[src/rtl/hec_pkg.sv]
package hec_pkg;

    localparam int CELL_BYTES = 53;
    localparam int HDR_BYTES  = 5;
    localparam int POS_W      = $clog2(CELL_BYTES);

    localparam logic [7:0] HEC_POLY  = 8'h07;
    localparam logic [7:0] HEC_COSET = 8'h55;

    typedef enum logic [1:0] {
        MODE_REGEN  = 2'b00,
        MODE_FILT_1 = 2'b01,
        MODE_FILT_2 = 2'b10,
        MODE_FILT_3 = 2'b11
    } hec_mode_e;

    typedef struct packed {
        logic       valid;
        logic       first;
        logic       drop;
        logic [7:0] data;
    } beat_t;

    function automatic logic [7:0] crc8_step(input logic [7:0] crc, input logic [7:0] din);
        logic [7:0] c;
        c = crc ^ din;
        for (int k = 0; k < 8; k++) begin
            c = c[7] ? ((c << 1) ^ HEC_POLY) : (c << 1);
        end
        return c;
    endfunction

endpackage

[src/rtl/hec_cell_tracker.sv]
module hec_cell_tracker
    import hec_pkg::*;
(
    input  logic             clk,
    input  logic             rst,
    input  logic             in_valid,
    input  logic             in_sop,
    output logic             take,
    output logic             active,
    output logic [POS_W-1:0] idx
);
    localparam logic [POS_W-1:0] LAST_IDX = POS_W'(CELL_BYTES - 1);

    logic [POS_W-1:0] pos_q;
    logic             active_q;

    assign take   = in_valid && (active_q || in_sop);
    assign idx    = active_q ? pos_q : '0;
    assign active = active_q;

    always_ff @(posedge clk) begin
        if (rst) begin
            active_q <= 1'b0;
            pos_q    <= '0;
        end else if (take) begin
            if (idx == LAST_IDX) begin
                active_q <= 1'b0;
                pos_q    <= '0;
            end else begin
                active_q <= 1'b1;
                pos_q    <= idx + POS_W'(1);
            end
        end
    end

    // a start flag inside a cell does not restart the position count
    p_sop_ignored_r2: assert property (@(posedge clk) disable iff (rst)
        (active_q && in_valid && pos_q != LAST_IDX) |=> (active_q && pos_q == $past(pos_q) + POS_W'(1)));

endmodule

[src/rtl/hec_crc_acc.sv]
module hec_crc_acc
    import hec_pkg::*;
(
    input  logic             clk,
    input  logic             rst,
    input  logic             take,
    input  logic [POS_W-1:0] idx,
    input  logic [7:0]       din,
    output logic [7:0]       hec_exp
);
    localparam logic [POS_W-1:0] HEC_IDX = POS_W'(HDR_BYTES - 1);

    logic [7:0] crc_q;

    always_ff @(posedge clk) begin
        if (rst) begin
            crc_q <= '0;
        end else if (take) begin
            if (idx == '0)
                crc_q <= crc8_step(8'h00, din);
            else if (idx < HEC_IDX)
                crc_q <= crc8_step(crc_q, din);
        end
    end

    assign hec_exp = crc_q ^ HEC_COSET;

endmodule

[src/rtl/hec_err_counters.sv]
module hec_err_counters #(
    parameter int NUM_PORTS = 16,
    parameter int CNT_W     = 16,
    parameter int PORT_W    = (NUM_PORTS > 1) ? $clog2(NUM_PORTS) : 1
) (
    input  logic              clk,
    input  logic              rst,
    input  logic              inc,
    input  logic [PORT_W-1:0] inc_port,
    input  logic              rd_en,
    input  logic [PORT_W-1:0] rd_port,
    output logic [CNT_W-1:0]  rd_count
);
    localparam logic [CNT_W-1:0] CNT_MAX = {CNT_W{1'b1}};

    logic [CNT_W-1:0]     cnt [NUM_PORTS];
    logic [NUM_PORTS-1:0] hit_inc;
    logic [NUM_PORTS-1:0] hit_rd;

    for (genvar g = 0; g < NUM_PORTS; g++) begin : g_port
        logic [CNT_W-1:0] base;

        assign hit_inc[g] = inc && (inc_port == PORT_W'(g));
        assign hit_rd[g]  = rd_en && (rd_port == PORT_W'(g));
        assign base       = hit_rd[g] ? '0 : cnt[g];

        always_ff @(posedge clk) begin
            if (rst)
                cnt[g] <= '0;
            else if (hit_inc[g] && base != CNT_MAX)
                cnt[g] <= base + CNT_W'(1);
            else
                cnt[g] <= base;
        end

        // a full counter never wraps
        p_saturate_r10: assert property (@(posedge clk) disable iff (rst)
            (cnt[g] == CNT_MAX && !hit_rd[g]) |=> (cnt[g] == CNT_MAX));

        // a read with no coincident error leaves the counter at zero
        p_read_clear_r11: assert property (@(posedge clk) disable iff (rst)
            (hit_rd[g] && !hit_inc[g]) |=> (cnt[g] == '0));
    end

    always_ff @(posedge clk) begin
        if (rst)
            rd_count <= '0;
        else if (rd_en)
            rd_count <= cnt[rd_port];
    end

endmodule

[src/rtl/hec_check_unit.sv]
module hec_check_unit
    import hec_pkg::*;
#(
    parameter int NUM_PORTS = 16,
    parameter int CNT_W     = 16,
    parameter int PORT_W    = (NUM_PORTS > 1) ? $clog2(NUM_PORTS) : 1
) (
    input  logic              clk,
    input  logic              rst,
    input  logic [1:0]        mode,
    input  logic              in_valid,
    input  logic              in_sop,
    input  logic [PORT_W-1:0] in_port,
    input  logic [7:0]        in_data,
    output logic              out_valid,
    output logic              out_sop,
    output logic [7:0]        out_data,
    output logic              out_drop,
    input  logic              rd_en,
    input  logic [PORT_W-1:0] rd_port,
    output logic [CNT_W-1:0]  rd_count
);
    localparam logic [POS_W-1:0] HEC_IDX = POS_W'(HDR_BYTES - 1);

    logic             take;
    logic             trk_active;
    logic [POS_W-1:0] idx;
    logic [7:0]       hec_exp;
    logic [PORT_W-1:0] port_q;
    logic             drop_q;
    logic             at_hec;
    logic             regen;
    logic             bad;
    logic             count_err;
    beat_t            beat_q;

    hec_cell_tracker u_trk (
        .clk      (clk),
        .rst      (rst),
        .in_valid (in_valid),
        .in_sop   (in_sop),
        .take     (take),
        .active   (trk_active),
        .idx      (idx)
    );

    hec_crc_acc u_crc (
        .clk     (clk),
        .rst     (rst),
        .take    (take),
        .idx     (idx),
        .din     (in_data),
        .hec_exp (hec_exp)
    );

    assign at_hec    = take && (idx == HEC_IDX);
    assign regen     = (hec_mode_e'(mode) == MODE_REGEN);
    assign bad       = (in_data != hec_exp);
    assign count_err = at_hec && bad && regen;

    hec_err_counters #(
        .NUM_PORTS (NUM_PORTS),
        .CNT_W     (CNT_W),
        .PORT_W    (PORT_W)
    ) u_cnt (
        .clk      (clk),
        .rst      (rst),
        .inc      (count_err),
        .inc_port (port_q),
        .rd_en    (rd_en),
        .rd_port  (rd_port),
        .rd_count (rd_count)
    );

    always_ff @(posedge clk) begin
        if (rst) begin
            port_q <= '0;
            drop_q <= 1'b0;
        end else if (take) begin
            if (idx == '0) begin
                port_q <= in_port;
                drop_q <= 1'b0;
            end else if (idx == HEC_IDX) begin
                drop_q <= bad && !regen;
            end
        end
    end

    always_ff @(posedge clk) begin
        if (rst) begin
            beat_q <= '0;
        end else begin
            beat_q.valid <= take;
            beat_q.first <= take && (idx == '0);
            beat_q.data  <= (at_hec && regen) ? hec_exp : in_data;
            if (at_hec)
                beat_q.drop <= bad && !regen;
            else
                beat_q.drop <= take && (idx > HEC_IDX) && drop_q;
        end
    end

    assign out_valid = beat_q.valid;
    assign out_sop   = beat_q.first;
    assign out_data  = beat_q.data;
    assign out_drop  = beat_q.drop;

    // an accepted byte leaves one cycle later
    p_latency_r1: assert property (@(posedge clk) disable iff (rst)
        (in_valid && trk_active) |=> out_valid);

    // a start byte outside a cell opens a cell on the output
    p_cell_start_r2: assert property (@(posedge clk) disable iff (rst)
        (in_valid && in_sop && !trk_active) |=> (out_valid && out_sop));

    // stray bytes between cells give no output
    p_idle_discard_r3: assert property (@(posedge clk) disable iff (rst)
        (in_valid && !in_sop && !trk_active) |=> !out_valid);

    // the regenerating mode never marks a cell for discard
    p_no_drop_r6: assert property (@(posedge clk) disable iff (rst)
        (at_hec && regen) |=> !out_drop);

endmodule

[config.mk]
export PLATFORM = sky130hd
export DESIGN_NAME = hec_check_unit
export DESIGN_NICKNAME = d
export VERILOG_FILES = /design/src/rtl/hec_pkg.sv /design/src/rtl/hec_cell_tracker.sv /design/src/rtl/hec_crc_acc.sv /design/src/rtl/hec_err_counters.sv /design/src/rtl/hec_check_unit.sv
export SDC_FILE = /design/constraint.sdc
export NUM_CORES = 1
export LEC_CHECK = 0
export BUFFER_PORTS_ARGS = -buffer_cell sky130_fd_sc_hd__buf_2
export CELL_PAD_IN_SITES_DETAIL_PLACEMENT = 1
export CELL_PAD_IN_SITES_GLOBAL_PLACEMENT = 1
export CORE_ASPECT_RATIO = 0.6
export CORE_MARGIN = 3
export CORE_UTILIZATION = 54
export DETAILED_ROUTE_END_ITERATION = 8
export PLACE_DENSITY_LB_ADDON = 0.1
export SKIP_LAST_GASP = 1
export SLEW_MARGIN = 15
export SYNTH_ARGS = -nofsm -noshare
export SYNTH_HDL_FRONTEND = slang
export SYNTH_SLANG_ARGS = --single-unit
[constraint.sdc]
create_clock -name clk -period 8.37 [get_ports clk]
set_clock_uncertainty 0.1 [all_clocks]
set_input_delay 1.674 -clock clk [delete_from_list [all_inputs] [get_ports clk]]
set_output_delay 1.674 -clock clk [all_outputs]
set_load 0.005 [all_outputs]
==> impl_metrics.yaml <==
route:
  via_per_inst: 6.48
  vias: 18457
  postRouteAntennaNets: 0
  drt-total-wl_um: 70800
  drc: 0
  drt_first_pass_iters: 8
  drt-initial-drc-count: 2477
  wl_per_cell_um: 24.8
clock_network:
  cts-root-buf: "clkbuf_16"
  cts.sinks: 303
  cts.clk_slew.worst_paths_ns: 0.06
  tritoncts: "done"
  postCtsSetupRepairBufs: 0
  cts_made_buffers: 34
  cts_max_level: 2
  clockBufferDepth: 3
  clk_latency_ns: 0.55
  cts.repair.resized: 0
  hold_buffers: 0
outcome:
  status: "finished clean"
global_route:
  antenna_found_initial: 0
  overflow: 0
  grt_max_degree: 68
  grt_use_total: 0.358
  grt_pass1_vias: 18291
  grt_pass1_wl_um: 108000
synthesis:
  synth-simple-area-share: 0.275
  synthCells: 2107
  synth_edf_count: 256
  muxShareOfSynthArea: 0.0798
  ys_seq_area_frac: 0.432
  synth_xor_area_frac: 0.106
  synthAdderAreaFrac: 0.0132
  synth-warning-count: 0
  ys_seq_elements: 303
  async_reset_ff_frac: 0
  synth_ff_type: "edfxtp_1"
  yosysUniqueCellTypes: 64
  synth-compound-area-share: 0.0671
  synth_top_family_by_area: "simple AND/OR/NAND/NOR gates"
  synthesis.area_mm2: 0.0200
  syn_avg_cell_area_um2: 9.48
power:
  power_density_mw_per_mm2: 176
  combPwrFrac: 0.117
  switching_share: 0.277
  total_power_mw: 3.98
  ir_drop_mv: 0.147
  p_leak_nw: 8.21
  seqPwrFrac: 0.473
  intPower_mw: 2.88
  p_sw_mw: 1.10
  p_clk_frac: 0.409
timing:
  fin_crit_sh: 0.676
  finalSetupViolations: 0
  totalNegativeSetupSlack_ns: 0
  worstMarginPinSlew_ns: 1.21
  holdWs_ns: 0.371
  period_needed_ns: 5.66
  slew_violations: 0
  clock.fmax_ghz: 0.177
  hold_viol_final: 0
  rsz0062_at_grt: "false"
  worst_slew_margin_rel: 0.183
  layout_setup_ws_ns: 2.71
placed_design:
  placed_area_mm2: 0.0215
  dp_slack_ns: 2.23
  placed_cells: 2786
  hpwl_um: 51400
  portBuffers: 49
  gp_congestion: 0.961
floorplanning:
  dieWidth_um: 254
  core_area_mm2: 0.0357
  dieArea_mm2: 0.0394
  start_util: 0.559
  row_count: 53
  die_y_um: 155
  io_pins: 50
flow_run:
  maxCapViolCount: 0
final_layout:
  final_area_mm2: 0.0227
  layout_commonest_cell: "nor2_1"
  final_cells: 2848
  nNetsFinal: 2399
  antennaDiodeCount: 0
  final_cell_mix: "nor2_1 (311), edfxtp_1 (256), conb_1 (256)"
  fin_util: 0.634
  drive_above_1_share: 0.0857
  synthToLayoutAreaGrowth_pct: 13.6
setup_path:
  worstSetupStartpointType: "input pin"
  crit_type: "input pin to flop"
  required_ns: 8.53
  r2r_slack_ns: 4.35
  cp_max_fo: 52
  critPathCaptureType: "flop"
  arrival_ns: 5.82
worst_hold_path:
  hp-class: "flop to flop"
final timing paths:
check / depth (start not counted) / to / startpoint
max: 11 / u_cnt.cnt[4][12] / rd_port[0]
min reg2reg: 2 / u_trk.pos_q[0] / u_trk.pos_q[0]
max reg2reg: 10 / u_cnt.cnt[2][8] / u_crc.crc_q[6]
min: 2 / u_trk.pos_q[0] / u_trk.pos_q[0]
power groups by stage:
stage / clock network, mW / registers [mW] / logic, mW
after CTS: 1.64 / 1.87 / 0.451
after floorplan: 0 / 1.84 / 0.328
after global routing: 1.69 / 1.89 / 0.507
after detailed placement: 0 / 1.90 / 0.441
final: 1.63 / 1.89 / 0.467
after global placement: 0 / 1.90 / 0.416
critical path: stages:
cell and delay, ns:
buf_4 0.32, buf_4 0.81, nor2b_1 0.36, nand2_1 0.46, and2_1 0.24, ha_1 0.23, nand3_1 0.18, a2111oi_0 0.58
nand4_1 0.36, o311ai_0 0.43, a21oi_1 0.11
cells in the mapped netlist (all sizes together), types with 3 or more instances:
library cell	instances	area, um2
nand3	122	611
dfxtp	47	941
a22oi	34	255
or2	4	25.0
nand4	82	513
nor4bb	4	40.0
nand2	223	837
xnor2	130	1140
nor2b	12	75.1
or4	7	60.1
nor4b	5	43.8
nand2b	30	188
a311oi	3	26.3
nor3b	20	166
or3	18	113
or3b	4	35.0
nor2	311	1170
a211oi	13	97.6
xor2	112	981
o2111ai	3	26.3
mux4	64	1440
buf	24	95.1
and3	50	313
nand3b	4	30.0
and2	45	282
ha	21	263
inv	31	116
edfxtp	256	7690
clkbuf	82	308
o211ai	8	60.1
nor3	91	455
mux2i	13	130
nand4b	6	52.6
a21boi	3	22.5
and4	19	166
nor4	45	282
and3b	4	35.0
a21oi	93	465
o21ai	38	190
kinds of logic after synthesis:
family | Yosys count
compound gates | 217
mux | 79
buf+inv | 137
xor+xnor | 242
fa+ha+maj | 21
other cells | 1
flops | 303
simple gates | 1107
registers in the layout, summed over array words and instances, names as in the netlist:
signal and count:
u_cnt.cnt 256, u_cnt.rd_count 16, out_data 8, u_crc.crc_q 8, u_trk.pos_q 6, port_q 4, drop_q 1, out_drop 1
out_sop 1, out_valid 1, u_trk.active 1
routing by layer:
| layer | GRT usage | vias up | share of wire |
|---|---|---|---|
| met5 | 0 | - | 0 |
| li1 | - | 7952 | - |
| met4 | 0.102 | 0 | 0.031 |
| met1 | 0.521 | 9241 | 0.42 |
| met2 | 0.534 | 1075 | 0.43 |
| met3 | 0.0839 | 189 | 0.12 |
layout make-up:
type / instances / area, um2
clock buffer: 44 / 983
sequential: 303 / 8630
inverter: 31 / 116
multi-input combinational: 1922 / 11800
fill: 4141 / 13100
clock inverter: 18 / 195
tap: 467 / 584
timing repair buffer: 63 / 359
No activity file was read; power rests on OpenSTA's default activity.
